<file path="config.mk">
export PLATFORM = sky130hd
export DESIGN_NAME = mdio_mgmt_master
export DESIGN_NICKNAME = d
export VERILOG_FILES = /design/src/rtl/mdio_pkg.sv /design/src/rtl/mdio_rst_sync.sv /design/src/rtl/mdio_clkgen.sv /design/src/rtl/mdio_engine.sv /design/src/rtl/mdio_mgmt_master.sv
export SDC_FILE = /design/constraint.sdc
export NUM_CORES = 1
export LEC_CHECK = 0
export BUFFER_PORTS_ARGS = -buffer_cell sky130_fd_sc_hd__buf_2
export CORE_UTILIZATION = 40
export CTS_BUF_LIST = sky130_fd_sc_hd__clkbuf_4
export DETAILED_ROUTE_END_ITERATION = 16
export SLEW_MARGIN = 5
export SYNTH_ARGS = -nofsm -noshare
export SYNTH_HDL_FRONTEND = slang
export SYNTH_HIERARCHICAL = 1
export SYNTH_SLANG_ARGS = --single-unit
</file>
<file path="constraint.sdc">
create_clock -name clk -period 5.05 [get_ports clk]
set_clock_uncertainty 0.15 [all_clocks]
set_input_delay 0.7575 -clock clk [delete_from_list [all_inputs] [get_ports clk]]
set_output_delay 0.7575 -clock clk [all_outputs]
set_load 0.02 [all_outputs]
</file>
<file path="src/rtl/mdio_pkg.sv">
package mdio_pkg;
  localparam int REG_W  = 16;
  localparam int DATA_W = 16;
  localparam int PA_W   = 5;

  typedef enum logic [2:0] {
    RA_MODE = 3'd0,
    RA_CMD  = 3'd1,
    RA_ADDR = 3'd2,
    RA_WDAT = 3'd3,
    RA_RDAT = 3'd4,
    RA_STAT = 3'd5
  } reg_sel_e;

  typedef struct packed {
    logic              is_read;
    logic [PA_W-1:0]   phy;
    logic [PA_W-1:0]   rga;
    logic [DATA_W-1:0] wd;
  } xfer_t;
endpackage

</file>
<file path="src/rtl/mdio_rst_sync.sv">
module mdio_rst_sync (
  input  logic clk,
  input  logic arst_n,
  output logic srst_n
);
  logic [1:0] sync_q;

  always_ff @(posedge clk or negedge arst_n) begin
    if (!arst_n) sync_q <= 2'b00;
    else         sync_q <= {sync_q[0], 1'b1};
  end

  assign srst_n = sync_q[1];
endmodule

</file>
<file path="src/rtl/mdio_clkgen.sv">
module mdio_clkgen #(
  parameter int DIV_W = 8,
  localparam int HW   = DIV_W - 1
) (
  input  logic          clk,
  input  logic          rst_n,
  input  logic          run,
  input  logic [HW-1:0] half,
  output logic          mdc,
  output logic          rise_stb,
  output logic          fall_stb
);
  logic [HW-1:0] cnt_q, cnt_d;
  logic          mdc_q, mdc_d;
  logic          hit;

  assign hit      = run && (cnt_q == half - HW'(1));
  assign rise_stb = hit && !mdc_q;
  assign fall_stb = hit && mdc_q;
  assign mdc      = mdc_q;

  always_comb begin
    cnt_d = cnt_q;
    mdc_d = mdc_q;
    if (!run) begin
      cnt_d = '0;
      mdc_d = 1'b0;
    end else if (hit) begin
      cnt_d = '0;
      mdc_d = ~mdc_q;
    end else begin
      cnt_d = cnt_q + HW'(1);
    end
  end

  always_ff @(posedge clk or negedge rst_n) begin
    if (!rst_n) begin
      cnt_q <= '0;
      mdc_q <= 1'b0;
    end else begin
      cnt_q <= cnt_d;
      mdc_q <= mdc_d;
    end
  end
endmodule

</file>
<file path="src/rtl/mdio_engine.sv">
module mdio_engine
  import mdio_pkg::*;
(
  input  logic              clk,
  input  logic              rst_n,
  input  logic              start,
  input  xfer_t             req,
  input  logic              nopre,
  input  logic              rise_stb,
  input  logic              fall_stb,
  input  logic              mdio_i,
  output logic              active,
  output logic              done,
  output logic              mdo,
  output logic              oe,
  output logic [DATA_W-1:0] rdata
);
  localparam logic [5:0] FIRST_TA  = 6'd46;
  localparam logic [5:0] FIRST_DAT = 6'd48;
  localparam logic [5:0] LAST_BIT  = 6'd63;

  logic              act_q, act_d;
  logic              done_q, done_d;
  logic              rd_q, rd_d;
  logic [5:0]        idx_q, idx_d;
  logic [31:0]       fw_q, fw_d;
  logic [DATA_W-1:0] sh_q, sh_d;

  always_comb begin
    act_d  = act_q;
    done_d = 1'b0;
    rd_d   = rd_q;
    idx_d  = idx_q;
    fw_d   = fw_q;
    sh_d   = sh_q;
    if (start && !act_q) begin
      act_d = 1'b1;
      idx_d = nopre ? 6'd32 : 6'd0;
      rd_d  = req.is_read;
      fw_d  = {2'b01, req.is_read ? 2'b10 : 2'b01, req.phy, req.rga,
               req.is_read ? 2'b00 : 2'b10,
               req.is_read ? {DATA_W{1'b0}} : req.wd};
    end else if (act_q) begin
      if (rise_stb && rd_q && idx_q >= FIRST_DAT)
        sh_d = {sh_q[DATA_W-2:0], mdio_i};
      if (fall_stb) begin
        if (idx_q == LAST_BIT) begin
          act_d  = 1'b0;
          done_d = 1'b1;
        end else begin
          idx_d = idx_q + 6'd1;
        end
      end
    end
  end

  always_ff @(posedge clk or negedge rst_n) begin
    if (!rst_n) begin
      act_q  <= 1'b0;
      done_q <= 1'b0;
      rd_q   <= 1'b0;
      idx_q  <= '0;
      fw_q   <= '0;
      sh_q   <= '0;
    end else begin
      act_q  <= act_d;
      done_q <= done_d;
      rd_q   <= rd_d;
      idx_q  <= idx_d;
      fw_q   <= fw_d;
      sh_q   <= sh_d;
    end
  end

  assign active = act_q;
  assign done   = done_q;
  assign rdata  = sh_q;
  assign mdo    = act_q ? (idx_q[5] ? fw_q[~idx_q[4:0]] : 1'b1) : 1'b1;
  assign oe     = act_q && !(rd_q && idx_q >= FIRST_TA);
endmodule

</file>
<file path="src/rtl/mdio_mgmt_master.sv">
module mdio_mgmt_master
  import mdio_pkg::*;
#(
  parameter int DIV_W    = 8,
  parameter int SCAN_REG = 1,
  parameter int LINK_BIT = 2
) (
  input  logic             clk,
  input  logic             rst_n,
  input  logic             reg_wr,
  input  logic [2:0]       reg_addr,
  input  logic [REG_W-1:0] reg_wdata,
  output logic [REG_W-1:0] reg_rdata,
  output logic             mdc,
  output logic             mdio_o,
  output logic             mdio_oe,
  input  logic             mdio_i
);
  localparam int HW = DIV_W - 1;

  logic              srst_n;
  logic [DIV_W:1]    mode_q, mode_d;
  logic [2:0]        cmd_q, cmd_d;
  logic [PA_W-1:0]   phy_q, phy_d, rga_q, rga_d;
  logic [DATA_W-1:0] wd_q, wd_d, rdat_q, rdat_d;
  logic              lfail_q, lfail_d, inval_q, inval_d;
  logic              pend_q, pend_d, scan_cur_q, scan_cur_d, read_cur_q, read_cur_d;

  logic              eng_start, eng_done, eng_active, rise_stb, fall_stb;
  logic [DATA_W-1:0] eng_rdata;
  logic [HW-1:0]     half;
  logic              wr_cmd, cmd_go, busy;
  xfer_t             req;

  mdio_rst_sync u_rst (.clk(clk), .arst_n(rst_n), .srst_n(srst_n));

  assign half      = (mode_q[DIV_W-1:1] == '0) ? HW'(1) : mode_q[DIV_W-1:1];
  assign wr_cmd    = reg_wr && (reg_addr == RA_CMD);
  assign cmd_go    = wr_cmd && (reg_wdata[2:0] != 3'b000);
  assign eng_start = pend_q && !eng_active;
  assign busy      = pend_q | eng_active | eng_done;

  always_comb begin
    req.is_read = cmd_q[0] || !cmd_q[2];
    req.phy     = phy_q;
    req.rga     = cmd_q[0] ? PA_W'(SCAN_REG) : rga_q;
    req.wd      = wd_q;
  end

  mdio_clkgen #(.DIV_W(DIV_W)) u_clk (
    .clk(clk), .rst_n(srst_n), .run(eng_active), .half(half),
    .mdc(mdc), .rise_stb(rise_stb), .fall_stb(fall_stb)
  );

  mdio_engine u_eng (
    .clk(clk), .rst_n(srst_n), .start(eng_start), .req(req),
    .nopre(mode_q[DIV_W]), .rise_stb(rise_stb), .fall_stb(fall_stb),
    .mdio_i(mdio_i), .active(eng_active), .done(eng_done),
    .mdo(mdio_o), .oe(mdio_oe), .rdata(eng_rdata)
  );

  always_comb begin
    mode_d = mode_q;   cmd_d = cmd_q;     phy_d = phy_q;   rga_d = rga_q;
    wd_d   = wd_q;     rdat_d = rdat_q;   lfail_d = lfail_q;
    inval_d = inval_q; pend_d = pend_q;
    scan_cur_d = scan_cur_q; read_cur_d = read_cur_q;
    if (eng_start) begin
      pend_d     = 1'b0;
      scan_cur_d = cmd_q[0];
      read_cur_d = req.is_read;
    end
    if (eng_done) begin
      if (read_cur_q) rdat_d = eng_rdata;
      if (scan_cur_q) begin
        lfail_d = ~eng_rdata[LINK_BIT];
        inval_d = 1'b0;
      end
      if (cmd_q[0]) pend_d = 1'b1;
    end
    if (reg_wr) begin
      case (reg_sel_e'(reg_addr))
        RA_MODE: mode_d = reg_wdata[DIV_W:1];
        RA_CMD: begin
          cmd_d  = reg_wdata[2:0];
          pend_d = cmd_go;
          if (reg_wdata[0]) inval_d = 1'b1;
        end
        RA_ADDR: begin
          phy_d = reg_wdata[4:0];
          rga_d = reg_wdata[12:8];
        end
        RA_WDAT: wd_d = reg_wdata;
        default: ;
      endcase
    end
  end

  always_ff @(posedge clk or negedge srst_n) begin
    if (!srst_n) begin
      mode_q <= '0; cmd_q <= '0; phy_q <= '0; rga_q <= '0;
      wd_q <= '0; rdat_q <= '0; lfail_q <= 1'b0; inval_q <= 1'b0;
      pend_q <= 1'b0; scan_cur_q <= 1'b0; read_cur_q <= 1'b0;
    end else begin
      mode_q <= mode_d; cmd_q <= cmd_d; phy_q <= phy_d; rga_q <= rga_d;
      wd_q <= wd_d; rdat_q <= rdat_d; lfail_q <= lfail_d; inval_q <= inval_d;
      pend_q <= pend_d; scan_cur_q <= scan_cur_d; read_cur_q <= read_cur_d;
    end
  end

  always_comb begin
    reg_rdata = '0;
    case (reg_sel_e'(reg_addr))
      RA_MODE: reg_rdata = REG_W'({mode_q, 1'b0});
      RA_CMD:  reg_rdata = REG_W'(cmd_q);
      RA_ADDR: reg_rdata = {3'b000, rga_q, 3'b000, phy_q};
      RA_WDAT: reg_rdata = wd_q;
      RA_RDAT: reg_rdata = rdat_q;
      RA_STAT: reg_rdata = REG_W'({inval_q, busy, lfail_q});
      default: reg_rdata = '0;
    endcase
  end
endmodule

</file>
==> impl_metrics.json <==
{
  "status": "finished clean",
  "gp_congestion": 0.884,
  "cellPowerDensity_mw_per_mm2": 372,
  "timing.setup.tns_ps": 0,
  "fin_ws_ps": 1160,
  "final-setup-viol-count": 0,
  "rows": 43,
  "synth_top_family_by_area": "multiplexers",
  "yosys_warnings": 6,
  "drc": 0,
  "synthXorXnorAreaFrac_pct": 2.68,
  "insertion_delay_ps": 540,
  "numCtsBuffers": 17,
  "critPathCaptureType": "flip-flop",
  "synth.yosys.seq_area_share_pct": 51.5,
  "async_flop_share_pct": 100,
  "peakVddDrop_v": 0.000312,
  "synth_cell_types": 62,
  "hpwl_mm": 8.94,
  "synth_area_per_cell_um2": 11.5,
  "multi_input_area_mm2": 0.00265,
  "final_hold_viol_count": 0,
  "max_slew_margin_pct": 30.9,
  "antenna_found_initial": 1,
  "core_mm2": 0.0141,
  "critPathKind": "reg -> reg",
  "final_common_cell": "dfrtp_1",
  "grt_pass1_wl_mm": 20.9,
  "grt_overflow_total": 0,
  "tightest_slew_ps": 1040,
  "finalCritPeriodShare_pct": 77.0,
  "syn_inst": 509,
  "drive_gt1_share_pct": 28.0,
  "ff_latch_area_mm2": 0.00303,
  "power_w": 0.00240,
  "cp-start-kind": "flip-flop",
  "ctsResizeCount": 0,
  "cts_sinks": 121,
  "routed_wl_mm": 12.5,
  "yosys.area_share.adder_pct": 0.639,
  "fill_cells": 1351,
  "p_leak_nw": 3.05,
  "slew_violations": 0,
  "synthMuxAreaShare_pct": 20.1,
  "rsz0062_at_grt": "false",
  "syn-cell-area_mm2": 0.00588,
  "first_global_vias": 3870,
  "clockBufferDepth": 2,
  "syn_nets": 535,
  "drt-initial-drc-count": 171,
  "post_drt_wl_per_cell_um": 17.1,
  "ys_ff_latch": 121,
  "cp.arrival_ps": 4160,
  "cap_violations": 0,
  "period_minus_slack_ps": 3890,
  "layout_common_cells": "dfrtp_1, nand2_1, mux2_2",
  "synth_ff_type": "dfrtp_1",
  "initial_core_util_pct": 41.7,
  "die_w_um": 123,
  "first_pass_iters": 4,
  "grt_usage_pct": 18.6,
  "vias": 3829,
  "synth_compound_area_share_pct": 7.07,
  "syn2layout_area_growth_pct": 9.82,
  "nNetsFinal": 567,
  "hold_path.class": "reg -> reg",
  "path_clk_slew_ps": 100,
  "postRouteAntennaNets": 0,
  "cts_tree": "done",
  "crit_required_ps": 5320,
  "root_buffer": "clkbuf_4",
  "dieArea_mm2": 0.0152,
  "crit_fanout": 16,
  "synth-simple-area-share_pct": 14.5,
  "dieHeight_um": 123,
  "pre_cts_ws_ps": 1220,
  "synth_edf_count": 0,
  "io_buffers": 41,
  "vias_per_cell": 5.22,
  "io_pins": 42,
  "grt_max_degree": 80,
  "ctsHtreeMaxLevel": 4,
  "fmax_ghz": 0.257
}
==> cells by family (layout without fill, tap and decap cells) <==
group	after synthesis	count (layout)
compound gates	62	62
buf+inv	41	85
other cells	1	2
simple gates	165	165
flops	121	121
xor+xnor	18	18
fa+ha+maj	3	3
mux	98	98
==> power by group <==
part | switching (W) | total, W | internal (W)
Clock | 0.000344 | 0.000685 | 0.000341
Sequential | 0.000171 | 0.00125 | 0.00108
Combinational | 0.000218 | 0.000462 | 0.000244
==> sequential cells by signal (all words and copies together) (netlist names), 5 cells and up <==
signal	count
phy_q	5
rga_q	5
mode_q	8
wd_q	16
u_eng/rdata	16
u_eng/idx_q	6
u_clk/cnt_q	7
rdat_q	16
u_eng/fw_q	29
==> cells in the mapped netlist, drive strengths merged, types with 2 or more instances <==
library cell / count / share of area [%]
dfrtp: 121 / 52
mux2: 75 / 15
nand2: 69 / 4.5
o21ai: 28 / 2.4
nand2b: 25 / 2.8
nor2: 24 / 1.9
clkbuf: 18 / 1.1
mux2i: 18 / 3.1
buf: 14 / 1.7
nor2b: 10 / 1.1
inv: 9 / 0.57
xnor2: 9 / 1.3
xor2: 9 / 1.3
nor3: 8 / 0.77
a21oi: 5 / 0.43
a31oi: 5 / 0.53
mux4: 5 / 2.0
nor3b: 5 / 0.64
a22o: 4 / 0.60
nand3: 4 / 0.34
ha: 3 / 0.64
nand4: 3 / 0.43
o22ai: 3 / 0.32
o2bb2ai: 3 / 0.45
or2: 3 / 0.32
and3: 2 / 0.21
and3b: 2 / 0.30
and4: 2 / 0.30
nand3b: 2 / 0.26
nor4: 2 / 0.21
o21a: 2 / 0.26
==> metal layers <==
metal	wire, um	global-route usage (%)	up-vias
li1	-	-	1842
met1	6000	24.8	1921
met2	6050	29.4	56
met3	326	4.24	10
met4	156	7.23	0
met5	0	0	-
==> final timing paths <==
path                                      startpoint                           to  cells after the start  slack [ps]
setup / recovery               mode_q[4]$_DFFE_PN0P_  u_eng/rdata[10]$_DFFE_PN0P_                     10        1160
hold / removal             u_rst/sync_q[0]$_DFF_PN0_    u_rst/sync_q[1]$_DFF_PN0_                      0         210
setup reg to reg               mode_q[4]$_DFFE_PN0P_  u_eng/rdata[10]$_DFFE_PN0P_                     10        1160
hold reg to reg            u_rst/sync_q[0]$_DFF_PN0_    u_rst/sync_q[1]$_DFF_PN0_                      0         210
max in group asynchronous  u_rst/sync_q[1]$_DFF_PN0_         wd_q[14]$_DFFE_PN0P_                      1        3320
min in group asynchronous  u_rst/sync_q[1]$_DFF_PN0_        mode_q[2]$_DFFE_PN0P_                      0         340
==> stage by stage <==
step	instance area [um^2]	instances	utilization, %	hold slack [ps]
after global routing	6450	734	45.8	238
after floorplan	5880	509	-	181
after global placement	6160	701	43.7	188
final	6450	734	45.8	213
after detailed placement	6160	701	43.7	194
after CTS	6450	733	45.8	215
==> what timing repair did <==
item,4_1_cts,5_1_grt
buffers inserted,0,0
hold buffers,1,0
hold endpoints to repair,2,0
==> layout make-up <==
cell class,instances,share of cell area [%]
sequential,121,47.0
multi-input combinational,347,41.0
timing repair buffer,45,3.68
tap,180,3.49
clock buffer,19,2.21
clock inverter,12,2.06
inverter,9,0.524
antenna,1,0.0388
==> critical path, stage by stage, from the launching register on <==
cell	delay (ps)
dfrtp_1	460
nor4_1	330
a21o_1	210
inv_1	70
ha_1	250
nor2b_1	150
or3_1	340
a311o_1	430
nor4_1	410
nand4_2	510
mux2_2	460
Note: power is estimated with default switching activity, not from simulation.
